`src/rtl/msi_ring_pkg.sv`:
```
package msi_ring_pkg;

    typedef enum logic [1:0] {
        ST_OFF   = 2'd0,
        ST_IDLE  = 2'd1,
        ST_WRITE = 2'd2
    } cap_state_t;

    localparam logic [2:0] REG_CTRL    = 3'd0;
    localparam logic [2:0] REG_BASE_HI = 3'd3;
    localparam logic [2:0] REG_BASE_LO = 3'd4;
    localparam logic [2:0] REG_RD_OFF  = 3'd5;
    localparam logic [2:0] REG_WR_OFF  = 3'd6;

    localparam int CB_EN   = 0;
    localparam int CB_FULL = 1;
    localparam int CB_IRQ  = 3;
    localparam int CB_STOP = 4;
    localparam int CB_SZ   = 8;
    localparam int CB_OVF  = 16;

    localparam int RING_MIN_SHIFT = 15;
    localparam int ENTRY_BYTES    = 16;

    function automatic logic [31:0] ring_mask(input logic [1:0] sz);
        logic [31:0] span;
        span = 32'd1 << (RING_MIN_SHIFT + int'(sz));
        return (span - 32'd1) & ~32'(ENTRY_BYTES - 1);
    endfunction

endpackage

```
`src/rtl/msi_ring_regs.sv`:
```
module msi_ring_regs
    import msi_ring_pkg::*;
#(
    parameter int REG_W = 32
) (
    input  logic                 clk,
    input  logic                 rst_n,
    input  logic                 reg_we,
    input  logic [2:0]           reg_addr,
    input  logic [REG_W-1:0]     reg_wdata,
    output logic [REG_W-1:0]     reg_rdata,
    input  logic                 commit,
    input  logic                 push_rd,
    input  logic                 set_ovf,
    output logic                 en,
    output logic                 irq_en,
    output logic                 stop_full,
    output logic                 ring_full,
    output logic                 ring_nonempty,
    output logic [2*REG_W-1:0]   wr_addr
);
    localparam int ADDR_W = 2 * REG_W;

    logic             ctrl_en, ctrl_full, ctrl_irq, ctrl_stop, ovf;
    logic [1:0]       ctrl_sz;
    logic [REG_W-1:0] base_hi, base_lo, wr_raw, rd_raw;
    logic [REG_W-1:0] mask, wr_m, rd_m, wr_next_m, rd_next_m;
    logic             ctrl_wr, en_rise;

    always_comb begin
        mask      = ring_mask(ctrl_sz);
        wr_m      = wr_raw & mask;
        rd_m      = rd_raw & mask;
        wr_next_m = (wr_m + REG_W'(ENTRY_BYTES)) & mask;
        rd_next_m = (rd_m + REG_W'(ENTRY_BYTES)) & mask;
        ring_full     = ctrl_full && (wr_next_m == rd_m);
        ring_nonempty = (wr_m != rd_m);
        ctrl_wr   = reg_we && (reg_addr == REG_CTRL);
        en_rise   = ctrl_wr && reg_wdata[CB_EN] && !ctrl_en;
    end

    always_ff @(posedge clk) begin
        if (!rst_n) begin
            ctrl_en   <= 1'b0;
            ctrl_full <= 1'b0;
            ctrl_irq  <= 1'b0;
            ctrl_stop <= 1'b0;
            ctrl_sz   <= 2'd0;
            ovf       <= 1'b0;
            base_hi   <= '0;
            base_lo   <= '0;
            wr_raw    <= '0;
            rd_raw    <= '0;
        end else begin
            if (ctrl_wr) begin
                ctrl_en   <= reg_wdata[CB_EN];
                ctrl_full <= reg_wdata[CB_FULL];
                ctrl_irq  <= reg_wdata[CB_IRQ];
                ctrl_stop <= reg_wdata[CB_STOP];
                ctrl_sz   <= reg_wdata[CB_SZ+1:CB_SZ];
            end
            if (reg_we && reg_addr == REG_BASE_HI) base_hi <= reg_wdata;
            if (reg_we && reg_addr == REG_BASE_LO) base_lo <= reg_wdata;

            if (en_rise)     wr_raw <= '0;
            else if (commit) wr_raw <= wr_raw + REG_W'(ENTRY_BYTES);

            if (en_rise)                                  rd_raw <= '0;
            else if (reg_we && reg_addr == REG_RD_OFF)    rd_raw <= reg_wdata;
            else if (push_rd)                             rd_raw <= rd_next_m;

            if (en_rise)      ovf <= 1'b0;
            else if (set_ovf) ovf <= 1'b1;
        end
    end

    always_comb begin
        reg_rdata = '0;
        unique case (reg_addr)
            REG_CTRL: begin
                reg_rdata[CB_EN]          = ctrl_en;
                reg_rdata[CB_FULL]        = ctrl_full;
                reg_rdata[CB_IRQ]         = ctrl_irq;
                reg_rdata[CB_STOP]        = ctrl_stop;
                reg_rdata[CB_SZ+1:CB_SZ]  = ctrl_sz;
                reg_rdata[CB_OVF]         = ovf;
            end
            REG_BASE_HI: reg_rdata = base_hi;
            REG_BASE_LO: reg_rdata = base_lo;
            REG_RD_OFF:  reg_rdata = rd_raw;
            REG_WR_OFF:  reg_rdata = wr_raw;
            default:     reg_rdata = '0;
        endcase
    end

    assign en        = ctrl_en;
    assign irq_en    = ctrl_irq;
    assign stop_full = ctrl_stop;
    assign wr_addr   = {base_hi, base_lo} + ADDR_W'(wr_m);

    // a committed record under full detection never leaves the ring looking empty
    assert_commit_leaves_entry_R9: assert property (@(posedge clk) disable iff (!rst_n)
        (commit && ctrl_full && !reg_we) |=> ring_nonempty);

endmodule

```
`src/rtl/msi_ring_fsm.sv`:
```
module msi_ring_fsm
    import msi_ring_pkg::*;
#(
    parameter int NUM_W = 32
) (
    input  logic             clk,
    input  logic             rst_n,
    input  logic             en,
    input  logic             ring_full,
    input  logic             stop_full,
    input  logic             evt_valid,
    input  logic [NUM_W-1:0] evt_num,
    output logic             evt_ready,
    input  logic             mem_ready,
    output logic             mem_req,
    output logic             commit,
    output logic             push_rd,
    output logic             set_ovf,
    output logic [NUM_W-1:0] num_q
);
    cap_state_t state_q, state_d;
    logic       accept, drop;

    assign accept = evt_valid && evt_ready;
    assign drop   = ring_full && stop_full;

    always_comb begin
        state_d = state_q;
        unique case (state_q)
            ST_OFF:   if (en) state_d = ST_IDLE;
            ST_IDLE:  if (!en) state_d = ST_OFF;
                      else if (accept && !drop) state_d = ST_WRITE;
            ST_WRITE: if (!en) state_d = ST_OFF;
                      else if (mem_ready) state_d = ST_IDLE;
            default:  state_d = ST_OFF;
        endcase
    end

    always_ff @(posedge clk) begin
        if (!rst_n) state_q <= ST_OFF;
        else        state_q <= state_d;
    end

    always_ff @(posedge clk) begin
        if (!rst_n)                num_q <= '0;
        else if (accept && !drop)  num_q <= evt_num;
    end

    always_comb begin
        evt_ready = (state_q == ST_IDLE) && en;
        mem_req   = (state_q == ST_WRITE) && en;
        commit    = mem_req && mem_ready;
        push_rd   = commit && ring_full;
        set_ovf   = accept && drop;
    end

    // an outstanding request holds with the same record until accepted
    assert_req_held_R4: assert property (@(posedge clk) disable iff (!rst_n)
        (mem_req && !mem_ready && en) |=> (mem_req && $stable(num_q)));

    // an accepted, non-dropped event produces a request next cycle
    assert_accept_starts_write_R4: assert property (@(posedge clk) disable iff (!rst_n)
        (accept && !drop) |=> (mem_req || !en));

    // a dropped event produces no memory write
    assert_drop_no_write_R8: assert property (@(posedge clk) disable iff (!rst_n)
        (accept && drop) |=> !mem_req);

    // a disabled block neither accepts nor requests
    assert_off_quiet_R10: assert property (@(posedge clk) disable iff (!rst_n)
        !en |=> (!evt_ready && !mem_req));

endmodule

```
`src/rtl/msi_ring_ctrl.sv`:
```
module msi_ring_ctrl
    import msi_ring_pkg::*;
#(
    parameter int REG_W   = 32,
    parameter int NUM_W   = 32,
    parameter int ENTRY_W = 8 * ENTRY_BYTES
) (
    input  logic                 clk,
    input  logic                 rst_n,
    input  logic                 reg_we,
    input  logic [2:0]           reg_addr,
    input  logic [REG_W-1:0]     reg_wdata,
    output logic [REG_W-1:0]     reg_rdata,
    input  logic                 evt_valid,
    input  logic [NUM_W-1:0]     evt_num,
    output logic                 evt_ready,
    output logic                 mem_req,
    output logic [2*REG_W-1:0]   mem_addr,
    output logic [ENTRY_W-1:0]   mem_data,
    input  logic                 mem_ready,
    output logic                 irq
);
    logic             en, irq_en, stop_full, ring_full, ring_nonempty;
    logic             commit, push_rd, set_ovf;
    logic [NUM_W-1:0] num_q;

    msi_ring_regs #(.REG_W(REG_W)) u_regs (
        .clk           (clk),
        .rst_n         (rst_n),
        .reg_we        (reg_we),
        .reg_addr      (reg_addr),
        .reg_wdata     (reg_wdata),
        .reg_rdata     (reg_rdata),
        .commit        (commit),
        .push_rd       (push_rd),
        .set_ovf       (set_ovf),
        .en            (en),
        .irq_en        (irq_en),
        .stop_full     (stop_full),
        .ring_full     (ring_full),
        .ring_nonempty (ring_nonempty),
        .wr_addr       (mem_addr)
    );

    msi_ring_fsm #(.NUM_W(NUM_W)) u_fsm (
        .clk       (clk),
        .rst_n     (rst_n),
        .en        (en),
        .ring_full (ring_full),
        .stop_full (stop_full),
        .evt_valid (evt_valid),
        .evt_num   (evt_num),
        .evt_ready (evt_ready),
        .mem_ready (mem_ready),
        .mem_req   (mem_req),
        .commit    (commit),
        .push_rd   (push_rd),
        .set_ovf   (set_ovf),
        .num_q     (num_q)
    );

    assign mem_data = {{(ENTRY_W-NUM_W){1'b0}}, num_q};
    assign irq      = en && irq_en && ring_nonempty;

    // the record address holds while the request waits
    assert_addr_hold_R3: assert property (@(posedge clk) disable iff (!rst_n)
        (mem_req && !mem_ready && !reg_we) |=> $stable(mem_addr));

endmodule

```
`config.mk`:
```
export PLATFORM = sky130hd
export DESIGN_NAME = msi_ring_ctrl
export DESIGN_NICKNAME = d
export VERILOG_FILES = /design/src/rtl/msi_ring_pkg.sv /design/src/rtl/msi_ring_regs.sv /design/src/rtl/msi_ring_fsm.sv /design/src/rtl/msi_ring_ctrl.sv
export SDC_FILE = /design/constraint.sdc
export NUM_CORES = 1
export LEC_CHECK = 0
export BUFFER_PORTS_ARGS = -buffer_cell sky130_fd_sc_hd__buf_2
export CAP_MARGIN = 20
export CORE_AREA = 2 2 146 148
export DETAILED_ROUTE_END_ITERATION = 10
export DIE_AREA = 0 0 148 150
export PLACE_DENSITY_LB_ADDON = 0.15
export SYNTH_ARGS = -nofsm -noshare
export SYNTH_HDL_FRONTEND = slang
export SYNTH_HIERARCHICAL = 1
export SYNTH_SLANG_ARGS = --single-unit
```
`constraint.sdc`:
```
create_clock -name clk -period 3.55 [get_ports clk]
set_input_delay 0.355 -clock clk [delete_from_list [all_inputs] [get_ports clk]]
set_output_delay 0.355 -clock clk [all_outputs]
set_load 0.01 [all_outputs]
```
==> Word level (Yosys, flattened, before mapping) <==
Index checks and enable logic that the tools add are counted.
{ "word_totals": {"ff_bits": 169, "latch_bits": 0, "ram_bits": 0, "rom_bits": 0, "input_bits": 72, "out_inout_bits": 227, "mem_count": 0} }
{ "classes": {"add_sub_neg": 6, "mul": 0, "div_mod_pow": 0, "magnitude_cmp": 0, "n_eq_ne": 11, "shifts": 1, "n_mux": 16, "bitwise": 5, "n_reduce_logical": 24} }
{ "ops": {"columns": ["op", "n"], "rows": [
  ["32-bit AND", 4],
  ["32-bit by 5-bit adder with 32-bit output, second input constant", 3],
  ["64-bit by 32-bit adder with 64-bit output", 1],
  ["32-bit 2-to-1 mux", 2],
  ["15-bit case mux with 4 select lines", 1],
  ["32-bit equality test", 1],
  ["32-bit != test", 1],
  ["1-bit by 32-bit left shift with 32-bit output, first input constant", 1],
  ["32-bit by 1-bit subtractor with 32-bit output, second input constant", 1],
  ["2-bit case mux with 5 select lines", 3],
  ["6-bit case mux with 4 select lines", 1],
  ["1-bit logical AND", 17],
  ["3-bit case mux with 4 select lines", 1],
  ["2-bit 2-to-1 mux", 5],
  ["3-bit equality test, second input constant", 3],
  ["2-bit case mux with 3 select lines", 1],
  ["4-bit by 2-bit adder with 5-bit output, first input constant", 1],
  ["1-bit case mux with 5 select lines", 1],
  ["1-bit case mux with 4 select lines", 1],
  ["3-bit by 2-bit equality test with 1-bit output, second input constant", 1],
  ["3-bit zero test", 1],
  ["3-bit by 2-bit != test with 1-bit output, second input constant", 1],
  ["3-bit != test, second input constant", 1],
  ["3-bit AND reduction", 1],
  ["8 further kinds", 9]
]} }

==> Logic depth before layout (Yosys ltp) <==
Gate-level depths: netlist of run 1.
{ "logic_depth": {"word_depth": 14, "ltp_mapped": 16} }

==> Hierarchy <==
The synthesis of run 1 kept the hierarchy.
{ "modules_own_cells": {"columns": ["module", "instances", "cells_per_inst", "area_each_um2"], "rows": [
  ["msi_ring_regs", 1, 1159, 8807.2],
  ["msi_ring_fsm", 1, 154, 1432.6],
  ["msi_ring_ctrl", 1, 98, 730.7]
]} }

==> Worst setup path after synthesis of run 1 <==
No wires, ideal clock.
{ "synth_path": {"kind": "reg2reg", "startpoint": "register u_regs.wr_raw[5]", "endpoint": "register u_regs.rd_raw[8]", "arrival_time_ns": 3.093, "path_slack_ns": 0.372, "path_stages_with_launch": 15, "cell_sequence": "dfxtp_1 -> clkbuf_2 -> nand3_1 -> nor3_1 -> and3_1 -> xnor2_1 -> o221ai_1 -> nor4_1 -> nand3_1 -> a21oi_1 -> and3_1 -> clkbuf_1 -> nand4_1 -> xor2_1 -> a211oi_1"} }
{ "synth_between": {"elab_chain_cells": 7} }
{ "synth_rtl": {"columns": ["item", "line", "rtl"], "rows": [
  ["from (decl)", "msi_ring_regs.sv:26", "logic [REG_W-1:0] base_hi, base_lo, wr_raw, rd_raw;"],
  ["from (signal assigned)", "msi_ring_regs.sv:66", "else if (commit) wr_raw <= wr_raw + REG_W'(ENTRY_BYTES);"],
  ["32-bit AND", "msi_ring_regs.sv:32", "wr_m = wr_raw & mask;"],
  ["32-bit by 5-bit adder with 32-bit output", "msi_ring_regs.sv:34", "wr_next_m = (wr_m + REG_W'(ENTRY_BYTES)) & mask;"],
  ["32-bit AND", "msi_ring_regs.sv:34", null],
  ["32-bit equality test", "msi_ring_regs.sv:36", "ring_full = ctrl_full && (wr_next_m == rd_m);"],
  ["1-bit logical AND", "msi_ring_regs.sv:36", null],
  ["net ring_full", "msi_ring_ctrl.sv:23", "logic en, irq_en, stop_full, ring_full, ring_nonempty;"],
  ["1-bit logical AND", "msi_ring_fsm.sv:53", "push_rd = commit && ring_full;"],
  ["net push_rd", "msi_ring_ctrl.sv:24", "logic commit, push_rd, set_ovf;"],
  ["2-bit nonzero test (no line)", null, null],
  ["to (signal assigned)", "msi_ring_regs.sv:69", "else if (reg_we && reg_addr == REG_RD_OFF) rd_raw <= reg_wdata;"],
  ["to (signal assigned)", "msi_ring_regs.sv:70", "else if (push_rd) rd_raw <= rd_next_m;"],
  ["to (decl)", "msi_ring_regs.sv:26", null]
]} }
The timed path passes the listed nets, and every way through them passes these cells.
A chain may end at the register's enable or synchronous reset.

==> Worst setup path in the final report of run 1 <==
{ "layout_path": {"startpoint": "register u_regs.wr_raw[4]", "endpoint": "output mem_addr[58]"} }
{ "layout_between": {"elab_chain_cells": 2} }
{ "layout_rtl": {"columns": ["item", "line", "rtl"], "rows": [
  ["32-bit AND", "msi_ring_regs.sv:32", null],
  ["64-bit by 32-bit adder with 64-bit output", "msi_ring_regs.sv:99", "assign wr_addr = {base_hi, base_lo} + ADDR_W'(wr_m);"],
  ["to (decl)", "msi_ring_ctrl.sv:18", "output logic [2*REG_W-1:0] mem_addr,"]
]} }
No other way between the ends.

==> flow_metrics.env, run 1 <==
export IMPL_outcome="finished with violations"
export IMPL_violations="negative setup slack"
export IMPL_fin_area_um2=13100
export IMPL_htreeDepth=4
export IMPL_die_h_um=150
export IMPL_finalHoldViolCount=0
export IMPL_p_per_area_nw_per_um2=324
export IMPL_core_area_um2=20700
export IMPL_vias_per_cell=5.59
export IMPL_cp_common_cell="buf_6"
export IMPL_drv_slew=0
export IMPL_final_cell_mix="280 x nand2_1, 201 x buf_2, 156 x dfxtp_1"
export IMPL_design_die_area_um2=22200
export IMPL_cp_end_kind="output port"
export IMPL_worstMarginPinSlew_ns=0.955
export IMPL_cts_sinks=165
export IMPL_syn_instance_count=1411
export IMPL_drt_iter0_drc=918
export IMPL_ys_seq_area_frac=0.301
export IMPL_final_common_cell="nand2_1"
export IMPL_synth_flop_cell="dfxtp_1"
export IMPL_first_pass_iters=5
export IMPL_cp_max_fo=6
export IMPL_hpwl_um=24900
export IMPL_grt_max_degree=85
export IMPL_setup_ws_ns=-0.0562
export IMPL_ant_nets=0
export IMPL_synthArstFlopShare=0
export IMPL_cts_max_path_buffers=2
export IMPL_gp_congestion=0.941
export IMPL_synth_distinct_cells=73
export IMPL_worst_clock_skew_ns=0.00960
export IMPL_arrival_ns=3.25
export IMPL_vias=10600
export IMPL_crit_required_ns=3.19
export IMPL_start_util=0.530
export IMPL_drt_total_wl_um=34000
export IMPL_port_buffers=202
export IMPL_synth_edf_count=0
export IMPL_cpPeakStageDelay_ns=0.57
export IMPL_rsz0062_at_grt="yes"
export IMPL_ys_warn_count=6
export IMPL_nNetsFinal=1717
export IMPL_syn_area_um2=11000
export IMPL_period_needed_ns=3.61
export IMPL_clk_latency_ns=0.43
export IMPL_grt_pass1_wl_um=51300
export IMPL_synth_seq_cells=165
export IMPL_max_freq_ghz=0.277
export IMPL_post_dp_cell_area_um2=12000
export IMPL_min_period_over_period=1.02
export IMPL_crit_path_start_kind="flop"
export IMPL_ff2ff_setup_slack_ns=0.27
export IMPL_hold_ws_ns=0.155
export IMPL_avgSynthCellArea_um2=7.77
export IMPL_detail_route_wl_per_cell_um=17.9
export IMPL_ctsRootBufferMaster="clkbuf_16"
export IMPL_syn_to_final_growth_pct=19.7
export IMPL_hp_class="primary input to flop"
export IMPL_drive_gt1_frac=0.237
export IMPL_row_count=53
export IMPL_leakagePower_nw=5.95
export IMPL_cts_tree="done"
export IMPL_antenna_found_initial=0
export IMPL_insertedDiodeCount=0
export IMPL_grt_use_total=0.294
export IMPL_cp_slowest_cell="a2111oi_4"
export IMPL_grt_pass1_vias=9548
export IMPL_grt_ovfl_total=0
export IMPL_cp_cell_sequence="ha_4 -> fa_2 -> a21oi_2 -> nand4b_1 -> a2111oi_4 -> o31ai_4 -> nor2_2 -> o32a_1 -> buf_6 -> buf_6 -> buf_8 -> nand3_2 -> xnor2_1 -> buf_2"
export IMPL_drc=0
export IMPL_die_w_um=148
export IMPL_ir_drop_uv=374
export IMPL_maxCapViolations=0
export IMPL_cts_made_buffers=17
export IMPL_power_total_w=0.00426
export IMPL_clkTransAtPathRegs_ns=0.07
export IMPL_num_io_pins=299
export IMPL_setup_viol=6
export IMPL_path_class="flop to output port"
export IMPL_max_slew_margin=0.363
per-layer routing:
metal | vias up | routed length [um] | track usage
li1 | 5052 | - | -
met1 | 4961 | 14600 | 0.401
met2 | 535 | 15200 | 0.454
met3 | 74 | 3180 | 0.0607
met4 | 0 | 1000 | 0.118
met5 | - | 0 | 0
final cells by class:
cell class | count | area [um2]
clock buffers | 18 | 439
clock inverters | 14 | 155
fillers | 1867 | 7550
inverters | 11 | 41.3
multi-input cells | 1140 | 7220
flip-flops and latches | 165 | 3320
well taps | 275 | 344
repair buffers | 278 | 1620
final timing paths:
kind / to / depth (start not counted) / startpoint
max reg2reg: u_regs/rd_raw[17] / 14 / u_regs/wr_raw[5]
max: mem_addr[58] / 14 / u_regs/wr_raw[4]
min: u_fsm/num_q[0] / 3 / evt_num[0]
min reg2reg: u_fsm/num_q[2] / 2 / u_fsm/num_q[2]
through the flow:
stage                     cells  setup TNS [ns]  worst slack [ns]   util
after floorplan            1519               0             0.372      -
after global placement     1848               0             0.208  0.578
after detailed placement   1848               0             0.149  0.578
after CTS                  1887         -0.0481           -0.0196  0.617
after global routing       1901           -2.02            -0.207  0.635
final                      1901          -0.116           -0.0562  0.635
cells in the mapped netlist (2+ instances only):
| library cell | n | area, um2 |
|---|---|---|
| and2_1 | 11 | 68.8 |
| nor4_1 | 9 | 56.3 |
| xor2_1 | 55 | 482 |
| o21ai_0 | 20 | 100 |
| buf_12 | 2 | 40.0 |
| nand4_1 | 27 | 169 |
| and4_1 | 2 | 17.5 |
| a21o_1 | 19 | 143 |
| buf_2 | 11 | 55.1 |
| inv_1 | 11 | 41.3 |
| buf_4 | 101 | 758 |
| nand2b_1 | 6 | 37.5 |
| o21a_1 | 6 | 45.0 |
| a221oi_1 | 2 | 17.5 |
| o22ai_1 | 5 | 31.3 |
| and3_1 | 38 | 238 |
| mux2_2 | 2 | 22.5 |
| nor2_1 | 96 | 360 |
| nor2b_1 | 13 | 81.3 |
| nand3_1 | 33 | 165 |
| and4b_2 | 2 | 22.5 |
| a211o_1 | 3 | 26.3 |
| buf_1 | 7 | 26.3 |
| nor3_1 | 15 | 75.1 |
| a21oi_1 | 52 | 260 |
| or3_1 | 2 | 12.5 |
| conb_1 | 2 | 7.51 |
| nand3b_1 | 6 | 45.0 |
| a21boi_0 | 66 | 495 |
| a311oi_1 | 2 | 17.5 |
| a31oi_1 | 5 | 31.3 |
| o221ai_1 | 5 | 43.8 |
| nand2_1 | 282 | 1060 |
| a221o_1 | 2 | 20.0 |
| mux2i_1 | 46 | 460 |
| nor3b_1 | 9 | 67.6 |
| dfxtp_1 | 165 | 3300 |
| xnor2_1 | 58 | 508 |
| a22oi_1 | 51 | 383 |
| ha_1 | 31 | 388 |
| clkbuf_1 | 81 | 304 |
| a211oi_1 | 19 | 143 |
flip-flops by register name, indices dropped and copies added, names as in the netlist:
signal            count
u_regs/en             1
u_regs/rd_raw        32
u_regs/ctrl_sz        2
u_fsm/state_q         2
u_fsm/num_q          32
u_regs/stop_full      1
u_regs/base_lo       32
u_regs/ctrl_full      1
u_regs/ovf            1
u_regs/irq_en         1
u_regs/wr_raw        28
u_regs/base_hi       32
power by group:
group | internal (W) | total [W] | switching (W)
logic | 0.000164 | 0.000469 | 0.000305
registers | 0.00188 | 0.00191 | 0.0000356
clock network | 0.00102 | 0.00188 | 0.000854
total | 0.00306 | 0.00426 | 0.00119
timing repair:
item,CTS,global route
buffers inserted,6,13
pin swaps,14,33
endpoints found under the hold margin,0,0
gates resized for setup,27,56
cloned,2,1
endpoints found under the setup margin,37,73
hold buffers,0,0
cells by family after synthesis:
family                     share of synthesized area
and+or+nand+nor                                0.235
xor gates and xnor gates                      0.0902
adders and majority gates                     0.0381
muxes                                         0.0440
AOI/OAI and AO/OA                              0.176
other                                       0.000685
buffers and inverters                          0.115
DFF                                            0.301
critical path: cells and delay by family (launching register included):
family | cells | cell delay, ns
XOR/XNOR | 1 | 0.19
flip-flops | 1 | 0.35
adder cells (fa/ha/maj) | 2 | 0.35
AND/OR/NAND/NOR | 3 | 0.50
AO/OA/AOI/OAI | 4 | 0.90
buffers and inverters | 4 | 0.51
Power figures use the tool's default switching activity.
==> run 2, diff against run 1 <==
==> constraint.sdc (replaced) <==
create_clock -name clk -period 3.55 [get_ports clk]
set_input_delay 0.71 -clock clk [delete_from_list [all_inputs] [get_ports clk]]
set_output_delay 0.71 -clock clk [all_outputs]
set_load 0.01 [all_outputs]
==> flow_metrics.env, run 2 (same netlist as run 1, synthesis figures left out) <==
export IMPL_outcome="finished with violations"
export IMPL_violations="negative setup slack"
export IMPL_drv_slew=0
export IMPL_drt_iter0_drc=941
export IMPL_gp_congestion=1.01
export IMPL_htreeDepth=4
export IMPL_final_cell_mix="276 x nand2_1, 201 x buf_2, 156 x dfxtp_1"
export IMPL_cts_made_buffers=17
export IMPL_r2r_cells=11
export IMPL_leakagePower_nw=6.22
export IMPL_drive_gt1_frac=0.271
export IMPL_clk_latency_ns=0.44
export IMPL_min_from="u_fsm/num_q[5]"
export IMPL_syn_to_final_growth_pct=24.3
export IMPL_cts_hold_buffers_added=0
export IMPL_ctsRootBufferMaster="clkbuf_16"
export IMPL_min_period_over_period=1.08
export IMPL_grt_pass1_vias=9720
export IMPL_detail_route_wl_per_cell_um=18.5
export IMPL_finalHoldViolCount=0
export IMPL_vias_per_cell=5.65
export IMPL_cp_end_kind="output port"
export IMPL_power_total_w=0.00425
export IMPL_pwr_share_comb=0.116
export IMPL_design_die_area_um2=22200
export IMPL_p_per_area_nw_per_um2=312
export IMPL_ff2ff_setup_slack_ns=0.35
export IMPL_r2r_end="u_fsm/num_q[31]"
export IMPL_start_util=0.530
export IMPL_p_switching_w=0.00124
export IMPL_period_needed_ns=3.82
export IMPL_drc=0
export IMPL_clkPwrFrac=0.435
export IMPL_maxCapViolations=0
export IMPL_first_pass_iters=5
export IMPL_nNetsFinal=1746
export IMPL_grt_pass1_wl_um=53300
export IMPL_worstMarginPinSlew_ns=1.03
export IMPL_port_buffers=202
export IMPL_critPathLaunch="u_regs/base_lo[4]"
export IMPL_worst_clock_skew_ns=0.0106
export IMPL_crit_required_ns=2.84
export IMPL_cp_max_fo=8
export IMPL_reg2reg_from="u_regs/wr_raw[4]"
export IMPL_row_count=53
export IMPL_die_w_um=148
export IMPL_num_io_pins=299
export IMPL_antenna_found_initial=0
export IMPL_rsz0062_at_grt="yes"
export IMPL_vias=10900
export IMPL_seqPwrFrac=0.449
export IMPL_max_slew_margin=0.309
export IMPL_fin_util=0.659
export IMPL_drt_total_wl_um=35700
export IMPL_setup_ws_ns=-0.274
export IMPL_core_area_um2=20700
export IMPL_max_freq_ghz=0.262
export IMPL_clkTransAtPathRegs_ns=0.08
export IMPL_whs_path_depth=2
export IMPL_grt_use_total=0.305
export IMPL_ant_nets=0
export IMPL_worstHoldEndpoint="u_fsm/num_q[5]"
export IMPL_hp_class="flop to flop"
export IMPL_path_class="flop to output port"
export IMPL_p_sw_frac=0.291
export IMPL_arrival_ns=3.11
export IMPL_cts_max_path_buffers=2
export IMPL_ir_drop_uv=324
export IMPL_die_h_um=150
export IMPL_hpwl_um=25500
export IMPL_final_common_cell="nand2_1"
export IMPL_grt_ovfl_total=0
export IMPL_insertedDiodeCount=0
export IMPL_grt_max_degree=66
export IMPL_cts_sinks=165
export IMPL_crit_path_start_kind="flop"
export IMPL_p_int_w=0.00302
export IMPL_cts_tree="done"
export IMPL_setup_viol=40
==> run 2: changes by cell type in the layout (fill, tap and decap cells not counted), sizes merged <==
cell | previous run | this run
a21oi | 55 | 54
bufinv | 1 | 0
clkinv | 1 | 4
inv | 22 | 20
buf | 278 | 307
clkbuf | 18 | 19
==> run 2: timing repair <==
action | 4_1_cts | 5_1_grt
gates cloned | 1 | 1
hold endpoints to repair | 0 | 0
buffers inserted | 20 | 11
setup endpoints to repair | 42 | 72
gates resized for setup | 80 | 53
pin swaps | 44 | 35
==> run 2: worst max-delay path by stage <==
stage | end | cells after the start
floorplan | mem_addr[42] | 13
global placement | mem_addr[33] | 11
detailed placement | mem_addr[60] | 13
CTS | mem_addr[38] | 13
global route | mem_addr[38] | 12
finish | mem_addr[38] | 12
==> run 2: worst max-delay path: stages, from the launching register on <==
cell,delay [ns]
dfxtp_4,0.36
ha_4,0.16
fa_2,0.41
a21oi_2,0.15
nand4b_1,0.22
a2111oi_4,0.14
o31ai_4,0.23
nor2_2,0.07
o32a_4,0.37
buf_12,0.17
nand4_1,0.11
xnor2_1,0.12
buf_2,0.15
==> run 2: metal layers <==
metal | track usage | part of all wire | routed length, um | vias up
met1 | 0.422 | 0.44 | 15700 | 5155
met3 | 0.0524 | 0.083 | 2970 | 73
met4 | 0.109 | 0.031 | 1120 | 0
li1 | - | - | - | 5113
met5 | 0 | 0 | 0 | -
met2 | 0.481 | 0.45 | 15900 | 555
==> run 2: area by class of cell <==
cell class / instances / area [um2]
sequential: 165 / 3320
timing repair buffer: 308 / 1850
clock inverter: 14 / 156
tap: 275 / 344
clock buffer: 18 / 439
multi-input combinational: 1139 / 7480
fill: 1812 / 7050
inverter: 11 / 41.3
==> run 2: metrics by stage <==
stage                     instances  setup WS (ns)  hold slack (ns)  TNS, ns  cell area [um2]
after floorplan                1519         0.0793            0.441        0            11400
after global placement         1869         0.0410            0.439        0            12100
after detailed placement       1869       0.000597            0.445        0            12100
after CTS                      1922         -0.250            0.458    -7.10            13300
after global routing           1930         -0.397            0.473   -11.35            13600
final                          1930         -0.274            0.455    -7.51            13600
==> run 2: power by group through the flow <==
stage / logic [W] / clock network (W) / registers (W)
finish: 0.000495 / 0.00185 / 0.00191
global route: 0.000538 / 0.00194 / 0.00191
CTS: 0.000474 / 0.00187 / 0.00191
detailed placement: 0.000455 / 0 / 0.00195
global placement: 0.000454 / 0 / 0.00195
floorplan: 0.000365 / 0 / 0.00194
